**src/rtl/onak_pkg.sv**
```systemverilog
package onak_pkg;

  typedef enum logic [1:0] {
    HS_NONE = 2'b00,
    HS_ACK  = 2'b01,
    HS_NAK  = 2'b10
  } hs_e;

  typedef enum logic [1:0] {
    TK_NONE  = 2'b00,
    TK_OUT   = 2'b01,
    TK_SETUP = 2'b10,
    TK_RSVD  = 2'b11
  } tok_e;

  typedef enum logic [1:0] {
    M_IDLE,
    M_PEND,
    M_MARK,
    M_HOLD
  } mode_e;

  // enough room for the whole packet
  function automatic logic room_ok(input int unsigned free_w, input int unsigned need_w);
    return free_w >= need_w;
  endfunction

  function automatic hs_e pick_hs(input tok_e kind, input logic iso,
                                  input logic gated, input logic room);
    if (kind == TK_SETUP) return HS_ACK;
    if (kind != TK_OUT || iso) return HS_NONE;
    if (gated || !room) return HS_NAK;
    return HS_ACK;
  endfunction

  function automatic logic pick_pass(input tok_e kind, input logic gated, input logic room);
    if (kind == TK_SETUP) return 1'b1;
    return (kind == TK_OUT) && !gated && room;
  endfunction

endpackage

```
**src/rtl/onak_mode_fsm.sv**
```systemverilog
module onak_mode_fsm
  import onak_pkg::*;
(
  input  logic clk,
  input  logic rst_n,
  input  logic set_i,
  input  logic clr_i,
  input  logic busy_i,
  output logic gated_o,
  output logic mark_req_o,
  output logic eff_o
);

  mode_e st_q, st_d;
  logic  eff_q;

  always_comb begin
    st_d = st_q;
    if (clr_i) begin
      st_d = M_IDLE;
    end else begin
      case (st_q)
        M_IDLE:  if (set_i) st_d = busy_i ? M_PEND : M_MARK;
        M_PEND:  if (!busy_i) st_d = M_MARK;
        M_MARK:  st_d = M_HOLD;
        M_HOLD:  st_d = M_HOLD;
        default: st_d = M_IDLE;
      endcase
    end
  end

  always_ff @(posedge clk or negedge rst_n) begin
    if (!rst_n) begin
      st_q  <= M_IDLE;
      eff_q <= 1'b0;
    end else begin
      st_q  <= st_d;
      eff_q <= (st_q == M_HOLD) && !clr_i;
    end
  end

  assign gated_o    = (st_q == M_MARK) || (st_q == M_HOLD);
  assign mark_req_o = (st_q == M_MARK);
  assign eff_o      = eff_q;


  mark_leads_hold_chk: assert property (@(posedge clk) disable iff (!rst_n)
    (st_q == M_MARK) && !clr_i |=> (st_q == M_HOLD));


  pend_waits_chk: assert property (@(posedge clk) disable iff (!rst_n)
    (st_q == M_PEND) && busy_i && !clr_i |=> (st_q == M_PEND) && !mark_req_o);


  clr_idle_chk: assert property (@(posedge clk) disable iff (!rst_n)
    clr_i |=> (st_q == M_IDLE) && !eff_o);


  hold_no_remark_chk: assert property (@(posedge clk) disable iff (!rst_n)
    (st_q == M_HOLD) |=> !mark_req_o);

endmodule

```
**src/rtl/onak_pkt_track.sv**
```systemverilog
module onak_pkt_track
  import onak_pkg::*;
#(
  parameter int LEN_W  = 5,
  parameter int FREE_W = 8
) (
  input  logic              clk,
  input  logic              rst_n,
  input  logic              tok_valid_i,
  input  logic [1:0]        tok_kind_i,
  input  logic              tok_iso_i,
  input  logic [LEN_W-1:0]  tok_len_i,
  input  logic [FREE_W-1:0] free_i,
  input  logic              gated_i,
  input  logic              dat_valid_i,
  input  logic              dat_last_i,
  output hs_e               hs_o,
  output logic              busy_o,
  output logic              wr_dat_o
);

  tok_e kind_w;
  logic tok_go, room;
  logic busy_q, pass_q, setup_q;
  hs_e  hs_q;

  assign kind_w = tok_e'(tok_kind_i);
  assign tok_go = tok_valid_i && (kind_w == TK_OUT || kind_w == TK_SETUP);
  assign room   = room_ok(32'(free_i), 32'(tok_len_i));

  always_ff @(posedge clk or negedge rst_n) begin
    if (!rst_n) begin
      hs_q    <= HS_NONE;
      busy_q  <= 1'b0;
      pass_q  <= 1'b0;
      setup_q <= 1'b0;
    end else begin
      hs_q <= tok_go ? pick_hs(kind_w, tok_iso_i, gated_i, room) : HS_NONE;
      if (tok_go) begin
        busy_q  <= 1'b1;
        pass_q  <= pick_pass(kind_w, gated_i, room);
        setup_q <= (kind_w == TK_SETUP);
      end else if (dat_valid_i && dat_last_i) begin
        busy_q <= 1'b0;
      end
    end
  end

  assign hs_o     = hs_q;
  assign busy_o   = busy_q || tok_go;
  assign wr_dat_o = dat_valid_i && busy_q && pass_q;


  gated_nak_chk: assert property (@(posedge clk) disable iff (!rst_n)
    tok_valid_i && kind_w == TK_OUT && !tok_iso_i && gated_i |=> hs_o == HS_NAK);


  iso_silent_chk: assert property (@(posedge clk) disable iff (!rst_n)
    tok_valid_i && kind_w == TK_OUT && tok_iso_i |=> hs_o == HS_NONE);


  setup_ack_chk: assert property (@(posedge clk) disable iff (!rst_n)
    tok_valid_i && kind_w == TK_SETUP |=> hs_o == HS_ACK);


  gated_no_out_write_chk: assert property (@(posedge clk) disable iff (!rst_n)
    wr_dat_o && gated_i |-> setup_q);


  hs_single_cycle_chk: assert property (@(posedge clk) disable iff (!rst_n)
    !tok_valid_i |=> hs_o == HS_NONE);

endmodule

```
**src/rtl/onak_wr_port.sv**
```systemverilog
module onak_wr_port #(
  parameter int          DW        = 32,
  parameter logic [DW-1:0] MARK_WORD = '0
) (
  input  logic          clk,
  input  logic          rst_n,
  input  logic          mark_req_i,
  input  logic          wr_dat_i,
  input  logic [DW-1:0] dat_i,
  output logic          we_o,
  output logic [DW-1:0] wdata_o
);

  always_ff @(posedge clk or negedge rst_n) begin
    if (!rst_n) begin
      we_o    <= 1'b0;
      wdata_o <= '0;
    end else begin
      we_o    <= mark_req_i || wr_dat_i;
      wdata_o <= mark_req_i ? MARK_WORD : dat_i;
    end
  end


  no_collide_chk: assert property (@(posedge clk) disable iff (!rst_n)
    !(mark_req_i && wr_dat_i));

endmodule

```
**src/rtl/out_nak_gate.sv**
```systemverilog
module out_nak_gate #(
  parameter int            DW        = 32,
  parameter int            LEN_W     = 5,
  parameter int            FREE_W    = 8,
  parameter logic [DW-1:0] MARK_WORD = 32'hC0DE_0A5A
) (
  input  logic              clk,
  input  logic              rst_n,
  input  logic              nak_set_i,
  input  logic              nak_clr_i,
  input  logic              tok_valid_i,
  input  logic [1:0]        tok_kind_i,
  input  logic              tok_iso_i,
  input  logic [LEN_W-1:0]  tok_len_i,
  input  logic              dat_valid_i,
  input  logic              dat_last_i,
  input  logic [DW-1:0]     dat_i,
  input  logic [FREE_W-1:0] fifo_free_i,
  output logic [1:0]        hs_o,
  output logic              fifo_we_o,
  output logic [DW-1:0]     fifo_wdata_o,
  output logic              nak_eff_o
);

  import onak_pkg::*;

  logic gated_w, mark_req_w, busy_w, wr_dat_w;
  hs_e  hs_w;

  onak_mode_fsm u_fsm (
    .clk        (clk),
    .rst_n      (rst_n),
    .set_i      (nak_set_i),
    .clr_i      (nak_clr_i),
    .busy_i     (busy_w),
    .gated_o    (gated_w),
    .mark_req_o (mark_req_w),
    .eff_o      (nak_eff_o)
  );

  onak_pkt_track #(.LEN_W(LEN_W), .FREE_W(FREE_W)) u_trk (
    .clk         (clk),
    .rst_n       (rst_n),
    .tok_valid_i (tok_valid_i),
    .tok_kind_i  (tok_kind_i),
    .tok_iso_i   (tok_iso_i),
    .tok_len_i   (tok_len_i),
    .free_i      (fifo_free_i),
    .gated_i     (gated_w),
    .dat_valid_i (dat_valid_i),
    .dat_last_i  (dat_last_i),
    .hs_o        (hs_w),
    .busy_o      (busy_w),
    .wr_dat_o    (wr_dat_w)
  );

  onak_wr_port #(.DW(DW), .MARK_WORD(MARK_WORD)) u_wr (
    .clk        (clk),
    .rst_n      (rst_n),
    .mark_req_i (mark_req_w),
    .wr_dat_i   (wr_dat_w),
    .dat_i      (dat_i),
    .we_o       (fifo_we_o),
    .wdata_o    (fifo_wdata_o)
  );

  assign hs_o = hs_w;


  marker_before_eff_chk: assert property (@(posedge clk) disable iff (!rst_n)
    $rose(nak_eff_o) |-> $past(fifo_we_o && fifo_wdata_o == MARK_WORD));

endmodule

```
**config.mk**
```make
export PLATFORM = sky130hd
export DESIGN_NAME = out_nak_gate
export DESIGN_NICKNAME = d
export VERILOG_FILES = /design/src/rtl/onak_pkg.sv /design/src/rtl/onak_mode_fsm.sv /design/src/rtl/onak_pkt_track.sv /design/src/rtl/onak_wr_port.sv /design/src/rtl/out_nak_gate.sv
export SDC_FILE = /design/constraint.sdc
export NUM_CORES = 1
export LEC_CHECK = 0
export BUFFER_PORTS_ARGS = -buffer_cell sky130_fd_sc_hd__clkbuf_2
export CORE_ASPECT_RATIO = 1.5
export CORE_MARGIN = 2
export CORE_UTILIZATION = 46
export DETAILED_ROUTE_END_ITERATION = 10
export PLACE_DENSITY_LB_ADDON = 0.12
export SKIP_LAST_GASP = 1
export SLEW_MARGIN = 40
export SYNTH_ARGS = -nofsm -noshare
export SYNTH_HDL_FRONTEND = slang
export SYNTH_SLANG_ARGS = --single-unit
```
**constraint.sdc**
```tcl
create_clock -name clk -period 2.4 [get_ports clk]
set_clock_uncertainty 0.1 [all_clocks]
set_input_delay 0.24 -clock clk [delete_from_list [all_inputs] [get_ports clk]]
set_output_delay 0.24 -clock clk [all_outputs]
set_load 0.01 [all_outputs]
```
# --- After elaboration in Yosys (flattened, before gate mapping) ---
# Index checks and enable logic that the tools add are counted.
totals:
  regBits: 40
  latch_bits: 0
  ramBits: 0
  romBits: 0
  in_bits: 55
  out_inout_bits: 36
  word_cells: 60
  n_memories: 0
op_classes:
  addsub: 0
  n_mul: 0
  div_mod_pow: 0
  magnitude_cmp: 1
  n_eq_ne: 8
  n_shift: 0
  mux: 24
  bitwise_logic: 0
  reduce_logical: 20
ops:
  columns: ["op", "n"]
  rows:
  - ["32-bit two-way mux", 1]
  - ["2-bit two-way mux", 11]
  - ["1-bit two-way mux", 11]
  - ["8-bit by 5-bit >= comparator with 1-bit output", 1]
  - ["1-bit logical AND", 7]
  - ["2-bit == test, second input constant", 3]
  - ["1-bit logical OR", 6]
  - ["3-bit != test, second input constant", 2]
  - ["2-bit case mux with 3 select lines", 1]
  - ["2-bit by 1-bit == test with 1-bit output, second input constant", 2]
  - ["1-bit logical NOT", 3]
  - ["2-bit logical NOT", 1]
  - ["2-bit by 1-bit != test with 1-bit output, second input constant", 1]
  - ["2-bit AND reduction", 1]
  - ["2-bit nonzero test", 1]
  - ["2-bit OR reduction", 1]

# --- Depth between registers and ports, before layout ---
depth:
  ltp_word: 10
  ltp_mapped: 7
  ltp_nobuf: 6

# --- Cells and area by module ---
# Synthesis repeated with hierarchy kept, for this count alone.
unflattened:
  cells_unflattened: 123
  area_unflattened_um2: 1531.5
by_module_without_submodules:
  columns: ["module", "instances", "cells_each", "area_per_inst_um2", "seq_area_each_um2"]
  rows:
  - ["onak_wr_port", 1, 69, 1047.3, 825.8]
  - ["onak_pkt_track", 1, 42, 367.9, 100.1]
  - ["onak_mode_fsm", 1, 12, 116.4, 75.1]

# --- Least setup slack after synthesis ---
# OpenSTA, ideal clock, no wires.
synth_timing:
  path_kind: "input port to flip-flop"
  startpoint: "input fifo_free_i[0]"
  endpoint: "register u_trk.pass_q"
  setup_time_ns: 0.127
  arrival_time_ns: 1.215
  t_required_ns: 2.173
  setup_slack_ns: 0.958
  stages: 6
  path_buffers: 0
  cell_sequence: "inv_1 > ha_1 > nand2b_4 > a2111oi_4 > o21a_2 > o31ai_1"
synth_via:
  elab_chain_cells: 3
synth_rtl:
  columns: ["item", "line", "rtl"]
  rows:
  - ["start, declared", "out_nak_gate.sv:18", "input logic [FREE_W-1:0] fifo_free_i,"]
  - ["8-bit by 5-bit >= comparator with 1-bit output", "onak_pkg.sv:25", "return free_w >= need_w;"]
  - ["1-bit logical AND", "onak_pkg.sv:38", "return (kind == TK_OUT) && !gated && room;"]
  - ["1-bit two-way mux", "onak_pkg.sv:38", null]
  - ["end signal, assigned", "onak_pkt_track.sv:41", "pass_q <= pick_pass(kind_w, gated_i, room);"]
  - ["end, declared", "onak_pkt_track.sv:24", "logic busy_q, pass_q, setup_q;"]
# No other way between the ends.
# A chain may end at the register's enable or synchronous reset.

# --- Worst setup path after layout ---
layout_timing:
  startpoint: "register u_fsm.st_q[1]"
  endpoint: "register u_wr.wdata_o[6]"
layout_via:
  elab_chain_cells: 2
layout_rtl:
  columns: ["item", "line", "rtl"]
  rows:
  - ["start, declared", "onak_mode_fsm.sv:14", "mode_e st_q, st_d;"]
  - ["start signal, assigned", "onak_mode_fsm.sv:37", "st_q <= st_d;"]
  - ["2-bit == test", "onak_mode_fsm.sv:43", "assign mark_req_o = (st_q == M_MARK);"]
  - ["32-bit two-way mux", "onak_wr_port.sv:20", "wdata_o <= mark_req_i ? MARK_WORD : dat_i;"]
  - ["end signal, assigned", "onak_wr_port.sv:20", null]
  - ["end, declared", "onak_wr_port.sv:11", "output logic [DW-1:0] wdata_o"]
# No other way between the ends.

==> results.yml <==
placed_design:
  place_congestion: 0.657
  portBuffers: 90
  hpwl_um: 2340
pwr:
  peakVddDrop_mv: 0.514
  power.density_nw_per_um2: 681
  p_leak_nw: 1.18
timing:
  final_max_slew_viol_count: 0
  tightestPinTransition_ns: 0.514
  max_freq_ghz: 0.759
  final_hold_viol_count: 0
  finalSetupViolations: 0
  slew_headroom_pct: 65.7
  whs_ns: 0.0332
  rsz0062_at_grt: "false"
  finalCritPeriodShare_pct: 54.9
  fin_setup_tns_ns: 0
  period_needed_ns: 1.32
global_routing:
  grt_max_degree: 41
  grt_pass1_wl_um: 4720
  grt_pass1_vias: 1132
  track_usage_pct: 16.9
  grt_overflow: 0
  antenna_found_initial: 0
worst_hold_path:
  holdPathStages: 2
  min-delay-start: "dat_i[20]"
  whs_endpoint: "u_wr.wdata_o[20]"
  min_path_type: "in -> reg"
critical_path:
  rr_startpoint: "u_fsm.st_q[1]"
  startpoint_type: "flip-flop"
  end_kind: "flip-flop"
  reg2reg_depth: 2
  timing.rr.end: "u_wr.wdata_o[6]"
  r2r_slack_ns: 1.08
  worstPathArrival_ns: 1.39
  required_ns: 2.47
  crit_fanout: 33
  crit_type: "reg -> reg"
yosys:
  synthesis.area_um2: 1550
  avgSynthCellArea_um2: 13.1
  synth_top_area_cell: "dfrtp_1"
  synth_nets: 180
  synth_seq_area_share_pct: 64.6
  synth_cells: 118
  ys_ff_latch: 40
  ys_warn_count: 0
  yosysTopAreaCellShare_pct: 64.6
  yosys-top-cells-area: "dfrtp_1, and2_1, ha_1"
  ys_types: 27
drt:
  avgViaCountPerCell: 4.57
  vias: 1155
  drtIter0Drc: 12
  wl_per_cell_um: 11.8
  drc: 0
  ant_nets: 0
  dr.pass1.iters: 4
  wirelength_um: 2980
clock_network:
  cts_tree: "done"
  cts_made_buffers: 5
  worstSkewPairLatency_ns: 0.28
  h-tree-depth: 2
  path_clk_slew_ns: 0.07
  clk_path_buf_depth: 2
  clock_sinks: 40
  cts_resized: 0
  cts_root_buf: "clkbuf_8"
floorplanning:
  row_count: 25
  ios: 91
  core-area_um2: 3190
  start_util_pct: 48.6
  chipWidth_um: 51.4
  die_h_um: 75.1
  die_area_um2: 3860
layout:
  final_nets: 274
  fill_cells: 263
  layout_commonest_cell: "clkbuf_2"
  area_growth_pct: 37.9
  final_cell_mix: "clkbuf_2, dfrtp_1, and2_1"
  diodes: 0
  drive_above_1_share_pct: 48.8
outcome:
  outcome: "finished clean"
job:
  drv_cap: 0
## sequential cells by signal, summed over array words and instances, names as in the netlist
signal        flops
u_fsm.eff_o       1
u_fsm.st_q        2
u_trk.busy_q      1
u_trk.hs_o        2
u_trk.pass_q      1
u_wr.wdata_o     32
u_wr.we_o         1
## synthesized netlist by cell type
cell type and instances:
and2_1 18, o21a_2 1, dfrtp_1 40, nor2_1 2, buf_6 1, inv_1 8, a2111oi_4 1, or3_1 1
o31ai_1 1, a21oi_1 2, or2b_1 8, nand2b_4 1, o22ai_1 1, o21ai_1 1, nand2_4 1, nor4_1 1
nand2b_1 7, nor3_1 1, mux2i_1 1, clkbuf_1 3, a21o_2 1, o21ai_0 2, nor2b_4 1, o21a_1 2
nand3_1 1, nand2_1 4, ha_1 7
## metrics by stage
step	power [mW]	instances	setup slack (ns)	instance area [µm²]	utilization [%]
after global routing	1.55	253	0.961	2140	67.0
final	1.46	253	1.08	2140	67.0
after CTS	1.48	253	0.728	2130	66.9
after detailed placement	1.03	244	0.739	2030	63.6
after global placement	1.02	244	0.840	2030	63.6
after floorplan	0.902	118	0.958	1550	-
## how the worst max path moves through the flow
| stage | end | depth (start not counted) | startpoint | slack [ns] |
|---|---|---|---|---|
| final | u_wr.wdata_o[6] | 2 | u_fsm.st_q[1] | 1.08 |
| after global routing | u_wr.wdata_o[6] | 2 | u_fsm.st_q[1] | 0.96 |
| after CTS | u_wr.wdata_o[6] | 2 | u_fsm.st_q[1] | 0.73 |
| after detailed placement | u_wr.wdata_o[20] | 2 | u_fsm.st_q[1] | 0.74 |
| after global placement | u_trk.hs_o[0] | 7 | tok_kind_i[0] | 0.84 |
| after floorplan | u_trk.pass_q | 6 | fifo_free_i[0] | 0.96 |
## cell families (layout without fill, tap and decap cells)
family / Yosys count / after routing / synth area share, %
AO/OA/AOI/OAI: 12 / 12 / 6.38
adder cells (fa/ha/maj): 7 / 7 / 5.65
buffers and inverters: 12 / 107 / 3.39
flip-flops: 40 / 40 / 64.6
multiplexers: 1 / 1 / 0.646
AND/OR/NAND/NOR: 46 / 46 / 19.4
## power by group
group	internal [mW]	leakage, nW	switching, mW
combinational	0.125	0.655	0.124
clock	0.233	0.0445	0.209
sequential	0.740	0.478	0.0248
total	1.10	1.18	0.358
## what timing repair did
action	4_1_cts	5_1_grt
hold buffers	1	0
buffers inserted	0	0
setup endpoints to repair	0	0
endpoints found under the hold margin	40	0
## layout make-up
class	instances	area (µm²)	share of cell area (%)
clock buffer	7	86.3	4.04
inverter	8	30.0	1.41
clock inverter	1	7.51	0.351
multi-input combinational	66	499	23.4
tap	40	50.0	2.34
timing repair buffer	91	463	21.7
sequential	40	1000	46.8
## critical path: stages, from the launching register on
cell and delay, ns:
dfrtp_1 0.44, nand2b_2 0.39, or2b_1 0.27
## routing by layer
layer / up-vias / routed length (µm) / GRT usage, %
li1: 560 / - / -
met1: 529 / 1000 / 16.8
met2: 59 / 1660 / 31.1
met3: 7 / 261 / 5.75
met4: 0 / 53 / 7.89
met5: - / 0 / 0
Power figures use the tool's default switching activity.
